==> src/rtl/blk_rdy_pkg.sv <==
package blk_rdy_pkg;

  typedef enum logic [1:0] {
    ST_IDLE  = 2'd0,
    ST_OPEN  = 2'd1,
    ST_DRAIN = 2'd2
  } blk_st_e;

  // true when a count has reached the last value of a window of lim cycles
  function automatic logic hit_last(int unsigned c, int unsigned lim);
    return c == lim - 1;
  endfunction

  // counter wrap value, large enough to hold the drain delay too
  function automatic int unsigned wrap_of(int unsigned dyn, int unsigned tb, int unsigned dly);
    return (dyn != 0) ? dly + 1 : tb;
  endfunction

endpackage

==> src/rtl/blk_phase_cnt.sv <==
module blk_phase_cnt #(
  parameter int unsigned WRAP = 16,
  parameter int unsigned CW   = 4
) (
  input  logic          clk,
  input  logic          rst_n,
  input  logic          load,
  input  logic          run,
  output logic [CW-1:0] cnt
);

  localparam logic [CW-1:0] LAST = CW'(WRAP - 1);

  always_ff @(posedge clk) begin
    if (!rst_n) begin
      cnt <= '0;
    end else if (load) begin
      cnt <= CW'(1);
    end else if (run) begin
      cnt <= (cnt == LAST) ? '0 : cnt + CW'(1);
    end
  end

endmodule

==> src/rtl/blk_rdy_fsm.sv <==
module blk_rdy_fsm
  import blk_rdy_pkg::*;
#(
  parameter bit          DYN_MODE = 1'b0,
  parameter int unsigned TB_LEN   = 16,
  parameter int unsigned POST_DLY = 4,
  parameter int unsigned CW       = 4
) (
  input  logic          clk,
  input  logic          rst_n,
  input  logic          blk_start_i,
  input  logic          blk_end_i,
  input  logic [CW-1:0] cnt,
  output logic          cnt_load,
  output logic          cnt_run,
  output logic          ready_o,
  output logic          err_o,
  output logic          start_ok,
  output logic          start_bad,
  output logic          end_ok,
  output logic          at_bnd,
  output logic          idle
);

  blk_st_e st, st_nx;
  logic    open_blk, drain;

  assign idle     = (st == ST_IDLE);
  assign open_blk = (st == ST_OPEN);
  assign drain    = (st == ST_DRAIN);

  assign start_ok  = blk_start_i & ready_o & ~open_blk;
  assign start_bad = blk_start_i & ~start_ok;
  assign end_ok    = blk_end_i & open_blk;

  generate
    if (DYN_MODE) begin : g_dyn
      assign at_bnd   = hit_last(int'(cnt), POST_DLY);
      assign ready_o  = idle;
      assign cnt_load = end_ok;
      assign cnt_run  = drain;
      always_comb begin
        st_nx = st;
        case (st)
          ST_IDLE:  if (start_ok) st_nx = ST_OPEN;
          ST_OPEN:  if (end_ok) st_nx = (POST_DLY <= 1) ? ST_IDLE : ST_DRAIN;
          ST_DRAIN: if (at_bnd) st_nx = ST_IDLE;
          default:  st_nx = ST_IDLE;
        endcase
      end
    end else begin : g_fix
      assign at_bnd   = hit_last(int'(cnt), TB_LEN);
      assign ready_o  = idle | (open_blk & at_bnd & blk_end_i) | (drain & at_bnd);
      assign cnt_load = start_ok;
      assign cnt_run  = ~idle;
      always_comb begin
        st_nx = st;
        case (st)
          ST_IDLE:  if (start_ok) st_nx = ST_OPEN;
          ST_OPEN:  if (end_ok) st_nx = at_bnd ? ST_IDLE : ST_DRAIN;
          ST_DRAIN: begin
            if (start_ok)    st_nx = ST_OPEN;
            else if (at_bnd) st_nx = ST_IDLE;
          end
          default:  st_nx = ST_IDLE;
        endcase
      end
    end
  endgenerate

  always_ff @(posedge clk) begin
    if (!rst_n) begin
      st    <= ST_IDLE;
      err_o <= 1'b0;
    end else begin
      st    <= st_nx;
      err_o <= err_o | start_bad;
    end
  end

endmodule

==> src/rtl/blk_ready_ctrl.sv <==
module blk_ready_ctrl
  import blk_rdy_pkg::*;
#(
  parameter bit          DYN_MODE = 1'b0,
  parameter int unsigned TB_LEN   = 16,
  parameter int unsigned POST_DLY = 4
) (
  input  logic clk,
  input  logic rst_n,
  input  logic blk_start_i,
  input  logic blk_end_i,
  output logic ready_o,
  output logic err_o
);

  localparam int unsigned WRAP = wrap_of(DYN_MODE, TB_LEN, POST_DLY);
  localparam int unsigned CW   = (WRAP < 2) ? 1 : $clog2(WRAP);

  logic [CW-1:0] cnt;
  logic          cnt_load, cnt_run;
  logic          start_ok, start_bad, end_ok, at_bnd, idle;

  blk_phase_cnt #(.WRAP(WRAP), .CW(CW)) u_cnt (
    .clk   (clk),
    .rst_n (rst_n),
    .load  (cnt_load),
    .run   (cnt_run),
    .cnt   (cnt)
  );

  blk_rdy_fsm #(
    .DYN_MODE (DYN_MODE),
    .TB_LEN   (TB_LEN),
    .POST_DLY (POST_DLY),
    .CW       (CW)
  ) u_fsm (
    .clk         (clk),
    .rst_n       (rst_n),
    .blk_start_i (blk_start_i),
    .blk_end_i   (blk_end_i),
    .cnt         (cnt),
    .cnt_load    (cnt_load),
    .cnt_run     (cnt_run),
    .ready_o     (ready_o),
    .err_o       (err_o),
    .start_ok    (start_ok),
    .start_bad   (start_bad),
    .end_ok      (end_ok),
    .at_bnd      (at_bnd),
    .idle        (idle)
  );

endmodule

==> config.mk <==
export PLATFORM = sky130hd
export DESIGN_NAME = blk_ready_ctrl
export DESIGN_NICKNAME = d
export VERILOG_FILES = /design/src/rtl/blk_rdy_pkg.sv /design/src/rtl/blk_phase_cnt.sv /design/src/rtl/blk_rdy_fsm.sv /design/src/rtl/blk_ready_ctrl.sv
export SDC_FILE = /design/constraint.sdc
export NUM_CORES = 1
export LEC_CHECK = 0
export ABC_AREA = 1
export BUFFER_PORTS_ARGS = -buffer_cell sky130_fd_sc_hd__buf_4
export CAP_MARGIN = 5
export CORE_AREA = 2 2 39 41
export CTS_CLUSTER_SIZE = 28
export DETAILED_ROUTE_END_ITERATION = 10
export DIE_AREA = 0 0 41 43
export SYNTH_ARGS = -nofsm -noshare
export SYNTH_HDL_FRONTEND = slang
export SYNTH_SLANG_ARGS = --single-unit
export TNS_END_PERCENT = 5
==> constraint.sdc <==
create_clock -name clk -period 1.52 [get_ports clk]
set_clock_uncertainty 0.15 [all_clocks]
set_input_delay 0 -clock clk [delete_from_list [all_inputs] [get_ports clk]]
set_output_delay 0 -clock clk [all_outputs]
set_load 0.01 [all_outputs]
# Yosys cells after proc, flatten, opt, wreduce, memory -nomap -nowiden
# Index checks and enable logic that the tools add are counted.
# totals
register_bits	7
latch_bits	0
output_inout_bits	2
rom_bits	0
input_bits	4
ramBits	0
word_cells	36
mem_count	0
# op_classes
n_addsub	1
eq_ne	6
div_mod_pow	0
n_lt_le_gt_ge	0
n_mul	0
n_mux	9
n_shift	0
bitwise	13
reduce_logical	3
# ops
cell	count
$mux 2	5
$and 1x1->1	7
$pmux 2 s3	1
$add 4x1->4 const B	1
$eq 4x4->1 const B	1
$mux 4	1
$ne 3x1->1 const B	1
$not 1->1	3
$or 1x1->1	3
$reduce_and 3->1	1
$eq 2x1->1 const B	1
$eq 2x2->1 const B	1
$logic_not 2->1	1
$mux 1	2
$ne 2x1->1 const B	1
$ne 2x2->1 const B	1
$reduce_or 2->1	1

# Logic depth before layout (Yosys ltp)
# Gate-level depths: netlist (run 1).
# depth
word_depth	10
ltp_mapped	7
ltp_nobuf	7

# By module
# A second synthesis (run 1) with hierarchy kept.
# unflattened
hier_cells	63
area_unflattened_um2	410.4
# by_module_without_submodules
module	cells_each	instances	seq_area_each_um2	area_per_inst_um2
blk_rdy_fsm	33	1	60.1	212.7
blk_phase_cnt	30	1	80.1	197.7

# Least setup slack after synthesis (run 1)
# OpenSTA, ideal clock, no wires.
# synth_timing
path_kind	reg-to-reg
startpoint	register u_cnt.cnt[0]
endpoint	register u_cnt.cnt[2]
setup_ns	0.116
arrival_time_ns	0.963
setup_slack_ns	0.291
period_less_slack_ns	1.229
path_buffers	0
required_ns	1.254
stages_incl_launch_ff	7
cell_sequence	dfxtp_1 -> ha_1 -> nand3_4 -> nand2_4 -> nand4_4 -> nand2_2 -> nor2_1
# synth_via
elab_chain_len	8
word_cells_on_any_way	11
classes_between	add/sub: 1; eq/ne: 1; mux: 1; bitwise: 7; reduce/logical: 1
# synth_lines
element	line_no	source
from (decl)	blk_phase_cnt.sv:9	output logic [CW-1:0] cnt
from (signal assigned)	blk_phase_cnt.sv:20	cnt <= (cnt == LAST) ? '0 : cnt + CW'(1);
$eq 4x4->1	blk_rdy_pkg.sv:11, blk_phase_cnt.sv:20	
$and 1x1->1 (2 in series)	blk_rdy_fsm.sv:53	assign ready_o = idle | (open_blk & at_bnd & blk_end_i) | (drain & at_bnd);
$or 1x1->1 (2 in series)	blk_rdy_fsm.sv:53	
$and 1x1->1 (2 in series)	blk_rdy_fsm.sv:32	assign start_ok = blk_start_i & ready_o & ~open_blk;
$reduce_or 2->1 (no source line)	-	
# Parallel ways exist; a longest one is shown, timed or not.
# A chain may end at the register's enable or synchronous reset.

# Worst setup path in the final report (run 1)
# layout_timing
startpoint	register u_cnt.cnt[0]
endpoint	output port ready_o
# layout_via
elab_chain_len	5
word_cells_on_any_way	6
classes_between	eq/ne: 1; bitwise: 5
# layout_lines
element	line_no	source
$eq 4x4->1 *	blk_rdy_pkg.sv:11	return c == lim - 1;
$and 1x1->1 (2 in series)	blk_rdy_fsm.sv:53	
$or 1x1->1	blk_rdy_fsm.sv:53	
$or 1x1->1 *	blk_rdy_fsm.sv:53	
to (decl)	blk_ready_ctrl.sv:12	output logic ready_o,
# Every way passes the cells marked *; elsewhere a longest branch is shown, timed or not.

==> out/qor.yml, run 1 <==
clocking:
  root_buffer: "clkbuf_4"
  post_cts_buffers: 0
  clock_latency_ns: 0.25
  clkSinkCount: 7
  cts_buffers: 3
  cts-hold-fix-buffers: 3
  clkSlewWorstSetupHoldPaths_ns: 0.06
  ctsHtreeMaxLevel: 1
  cts_tree: "yes"
  clockBufferDepth: 2
  cts_resized: 0
routing:
  routed-via-count: 345
  finalWirelength_um: 638
  drtIter0Drc: 11
  drc: 0
  drt-pass1-iter-count: 4
  detail_route.wl_per_cell_um: 8.076
  vias_per_cell: 4.367
  ant_nets: 0
logic_synthesis:
  ys_ff_latch: 7
  muxShareOfSynthArea_pct: 0
  yosysUniqueCellTypes: 17
  synth_cells: 51
  synth-simple-area-share_pct: 46.35
  yosysSeqAreaShare_pct: 35.56
  synth_top_family_by_area: "simple AND/OR/NAND/NOR gates"
  yosysWarnings: 0
  synth_xor_area_share_pct: 2.222
  synth_compound_area_share_pct: 5.079
  synth_fa_ha_area_share_pct: 3.175
  syn_area_um2: 394.1
  synth_nets: 56
  avgSynthCellArea_um2: 7.728
sta:
  rsz0062_at_grt: "false"
  fin_setup_tns_ns: 0
  setup_viol: 0
  fmax_mhz: 706.0
  relSlewSlack_pct: 86.84
  hold_violations: 0
  min_period_over_period_pct: 93.19
  maxSlewViolCount: 0
  period_minus_slack_ns: 1.416
  tightest_slew_ns: 0.1971
grt:
  grt_pass1_vias: 311
  grt-ovfl-total: 0
  grt_antenna_before_repair: 0
  grt_max_degree: 9
  grt_pass1_wl_mm: 1.145
  grt.total_usage_pct: 10.36
setup_path:
  arrival_ns: 1.27
  cp_top_family: "flip-flops"
  cp-start-kind: "flop"
  critPathKind: "reg -> out"
  cp-end-kind: "output pin"
  cp.required_ns: 1.37
  crit_buf_inv: 2
  slowest_delay_ns: 0.37
  slowest_stage: "dfxtp_1"
  cp_cell_sequence: "ha_1 > nand3_4 > nand2_4 > nand2_1 > inv_1 > buf_4"
  critical_path_depth: 6
  r2r_cells: 6
  crit_fanout: 4
pwr:
  clkPwrFrac_pct: 34.2
  fin_total_pwr_mw: 0.5030
  p_comb_share_pct: 23.8
  switching_share_pct: 29.68
  p_int_mw: 0.3537
  pwr-share-seq_pct: 42.0
  power_density_nw_per_um2: 990.2
  irDropWorstVdd_mv: 0.6054
  p_sw_mw: 0.1493
  p_leak_nw: 0.2103
floorplanning:
  die_y_um: 43
  start_util_pct: 28.48
  core_um2: 1384
  die-area_um2: 1763
  die_w_um: 41
  rows: 14
  ios: 6
cells_and_area:
  n_antenna_cell: 0
  regArea_um2: 140.1
  fill_cells: 145
  multiInputGateArea_um2: 224.0
  nets: 69
  layout-drive-gt1-share_pct: 26.98
  area_growth_pct: 28.89
placement:
  hpwl_um: 505.5
  portBuffers: 5
  globalplace.congestion: 0.7217
hold_path:
  hold_class: "reg -> reg"
  hold_depth: 2
run_status:
  status: "complete, no violations"
job:
  maxCapViolations: 0
-- cell usage after synthesis, drive strengths merged --
cell	number	area, µm²
nand2	14	70.07
inv	8	30.03
dfxtp	7	140.1
nand3	7	47.55
nor2	5	23.77
a21oi	4	20.02
nand4	2	27.53
ha	1	12.51
nand3b	1	7.510
or2	1	6.260
xor2	1	8.760
-- layout by cell type, fill, tap and decap left out, drive strengths merged --
master / n
a21oi: 4
buf: 5
clkbuf: 4
dfxtp: 7
dlygate4sd3: 3
ha: 1
inv: 8
nand2: 14
nand3: 7
nand3b: 1
nand4: 2
nor2: 5
or2: 1
xor2: 1
-- layer usage --
layer  share of wire (%)  up-vias  GRT usage (%)
met5                   0        -              0
met4                 1.9        0          12.00
met3                 2.0        2          3.141
met2                  49        8          13.44
met1                  47      148          11.65
li1                    -      187              -
-- worst paths after layout --
check	start	endpoint	slack [ns]
worst min register to register	u_fsm.err_o$_SDFF_PN0_	u_fsm.err_o$_SDFF_PN0_	0.31
worst max register to register	u_cnt.cnt[0]$_SDFFE_PN0P_	u_cnt.cnt[2]$_SDFFE_PP0P_	0.20
worst max-delay path	u_cnt.cnt[0]$_SDFFE_PN0P_	ready_o	0.10
worst min-delay path	u_fsm.err_o$_SDFF_PN0_	u_fsm.err_o$_SDFF_PN0_	0.31
-- worst register-to-register path, stage by stage (launching register included) --
cell,delay (ns)
dfxtp_1,0.37
ha_1,0.24
nand3_4,0.11
nand2_4,0.09
nand4_4,0.09
nand2_2,0.11
nor2_1,0.05
-- kinds of logic (layout without fill, tap and decap cells) --
kind of cell             count (synthesis)  after routing
XOR/XNOR                                 1              1
AO/OA/AOI/OAI                            4              4
buffers and inverters                    8             20
flip-flops                               7              7
adder cells (fa/ha/maj)                  1              1
AND/OR/NAND/NOR                         30             30
-- area by class of cell --
class | count | area share, %
clock buffer | 4 | 5.172
inverter | 8 | 5.911
multi-input combinational | 36 | 44.09
sequential | 7 | 27.59
tap | 16 | 3.941
timing repair buffer | 8 | 13.30
-- metrics by stage --
step,setup slack (ns),cells,hold slack (ns),area [µm²],util (%)
2_1_floorplan,0.2913,51,-0.04373,394.1,-
3_3_place_gp,0.2232,72,0.07889,451.7,32.64
3_5_place_dp,0.1972,72,0.08458,451.7,32.64
4_1_cts,0.08552,79,0.3054,508.0,36.71
5_1_grt,0.01740,79,0.3560,508.0,36.71
6_report,0.1036,79,0.3075,508.0,36.71
-- power groups by stage --
stage | Combinational, mW | Clock [mW] | Sequential (mW)
6_report | 0.120 | 0.172 | 0.211
3_5_place_dp | 0.115 | 0 | 0.215
2_1_floorplan | 0.0810 | 0 | 0.214
5_1_grt | 0.137 | 0.189 | 0.213
3_3_place_gp | 0.115 | 0 | 0.214
4_1_cts | 0.121 | 0.180 | 0.211
-- registers in the layout (all words and copies together) (netlist names) --
name / cells
u_fsm.st: 2
u_fsm.err_o: 1
u_cnt.cnt: 4
Note: power is estimated with default switching activity, not from simulation.
==> inputs of run 2 (changes only) <==
- CTS_BUF_LIST: default -> sky130_fd_sc_hd__clkbuf_8
- PLACE_DENSITY: default -> 0.5
==> run 2 against run 1 <==
Register-to-register slack about the same. Hold slack got worse by 0.011 ns. Largest power group is now the clock network. Non-clock buffer count unchanged. Global-route usage decreased by 1.4 points. Maximum frequency increased by 2.9%. Highest routed layer is now met3. Count of clock-buffer cells in the layout decreased by 1. Combinational power about the same.
==> out/qor.yml, run 2 (synthesis gave the netlist of run 1 again) <==
run_status:
  status: "complete, no violations"
sta:
  period_minus_slack_ns: 1.377
  fmax_mhz: 726.3
  tightest_slew_ns: 0.2051
  fin_setup_tns_ns: 0
  maxSlewViolCount: 0
  min_period_over_period_pct: 90.58
  setup_viol: 0
  hold_ws_ns: 0.2969
  relSlewSlack_pct: 86.31
  hold_violations: 0
  rsz0062_at_grt: "false"
placement:
  hpwl_um: 506.1
  portBuffers: 5
  globalplace.congestion: 0.6714
  dp_cells: 72
grt:
  grt-busiest-layer: "met2"
  grt.total_usage_pct: 8.963
  grt_max_degree: 9
  use_met1_pct: 11.69
  grt_use_met2_pct: 11.88
  grt_antenna_before_repair: 0
  grt_pass1_wl_mm: 1.076
  grt_pass1_vias: 299
  grt-ovfl-total: 0
  gr-usage-met3_pct: 1.571
setup_path:
  r2r-start: "u_cnt.cnt[0]$_SDFFE_PN0P_"
  r2r_slack_ns: 0.20
  critPathKind: "reg -> out"
  cp-end-kind: "output pin"
  cp.required_ns: 1.37
  crit_fanout: 4
  r2r_cells: 6
  cp-start-kind: "flop"
  arrival_ns: 1.23
  rr_endpoint: "u_cnt.cnt[2]$_SDFFE_PP0P_"
clocking:
  cts_tree: "yes"
  post_cts_buffers: 0
  cts_resized: 0
  clockBufferDepth: 2
  ctsHtreeMaxLevel: 1
  root_buffer: "clkbuf_8"
  cts-hold-fix-buffers: 3
  clkSinkCount: 7
  clock_latency_ns: 0.22
  cts_buffers: 3
  clkSlewWorstSetupHoldPaths_ns: 0.04
floorplanning:
  rows: 14
  die_y_um: 43
  die-area_um2: 1763
  ios: 6
  core_um2: 1384
  die_w_um: 41
  start_util_pct: 28.48
hold_path:
  hold_class: "reg -> reg"
  min_from: "u_fsm.err_o$_SDFF_PN0_"
  holdPathEnd: "u_fsm.err_o$_SDFF_PN0_"
  hold_depth: 2
pwr:
  power_density_nw_per_um2: 1098
  irDropWorstVdd_mv: 0.4775
  p_leak_nw: 0.2222
cells_and_area:
  regMostFlops: "u_cnt.cnt"
  fin_cells: 79
  area_growth_pct: 33.65
  n_antenna_cell: 0
  nets: 69
  layout-drive-gt1-share_pct: 26.98
  fill_cells: 148
  utilization_pct: 38.07
  final_cell_mix: "11 x nand2_1, 7 x inv_1, 7 x dfxtp_1"
  largest_reg_flops: 4
  final_common_cell: "nand2_1"
  largestRegisters: "u_cnt.cnt (4), u_fsm.st (2), u_fsm.err_o (1)"
routing:
  drc: 0
  drtIter0Drc: 5
  finalWirelength_um: 632
  drt-pass1-iter-count: 3
  vias_per_cell: 4.418
  detail_route.wl_per_cell_um: 8.000
  ant_nets: 0
  routed-via-count: 349
job:
  maxCapViolations: 0
run 2: cell types whose count changed in the layout (fill, tap and decap cells not counted):
cell and delta:
clkbuf_1 -1, clkbuf_4 -3, clkbuf_8 +3, inv_1 +1
run 2: worst max-delay path, cell delays in order, from the launching register on:
cell and delay (ns):
dfxtp_1 0.36, ha_1 0.24, nand3_4 0.12, nand2_4 0.09, nand2_1 0.05, inv_1 0.05
buf_4 0.11
run 2: worst max path at each step:
stage                                    startpoint                        end  slack, ns  depth (start not counted)
final                     u_cnt.cnt[0]$_SDFFE_PN0P_                    ready_o       0.14                          6
after global routing      u_cnt.cnt[0]$_SDFFE_PN0P_                    ready_o       0.02                          6
after CTS                 u_cnt.cnt[0]$_SDFFE_PN0P_                    ready_o       0.13                          6
after detailed placement  u_cnt.cnt[0]$_SDFFE_PN0P_  u_cnt.cnt[2]$_SDFFE_PP0P_       0.21                          6
after global placement    u_cnt.cnt[0]$_SDFFE_PN0P_  u_cnt.cnt[2]$_SDFFE_PP0P_       0.22                          6
after floorplan           u_cnt.cnt[0]$_SDFFE_PN0P_  u_cnt.cnt[2]$_SDFFE_PP0P_       0.29                          6
run 2: layer usage:
layer	wire (µm)	vias up	part of all wire [%]
met3	16	0	2.5
met5	0	-	0
met2	310	2	49
met1	305	156	48
met4	0	0	0
li1	-	191	-
run 2: through the flow:
step                total power [mW]  cell area, µm²  setup WS, ns
CTS                           0.5877           526.8        0.1317
global route                  0.6141           526.8       0.02419
global placement              0.3321           451.7        0.2182
finish                        0.5786           526.8        0.1432
detailed placement            0.3310           451.7        0.2050
floorplan                     0.2953           394.1        0.2913
run 2: cell type report:
type	instances	area [µm²]	area share (%)
multi-input combinational	36	224.0	42.52
tap	16	20.02	3.800
clock buffer	3	41.29	7.838
timing repair buffer	8	67.56	12.83
inverter	8	30.03	5.701
sequential	7	140.1	26.60
clock inverter	1	3.754	0.7126
run 2: power by group:
| part | switching [mW] | internal, mW |
|---|---|---|
| logic | 0.0656 | 0.0547 |
| clock network | 0.0725 | 0.174 |
| registers | 0.0122 | 0.200 |
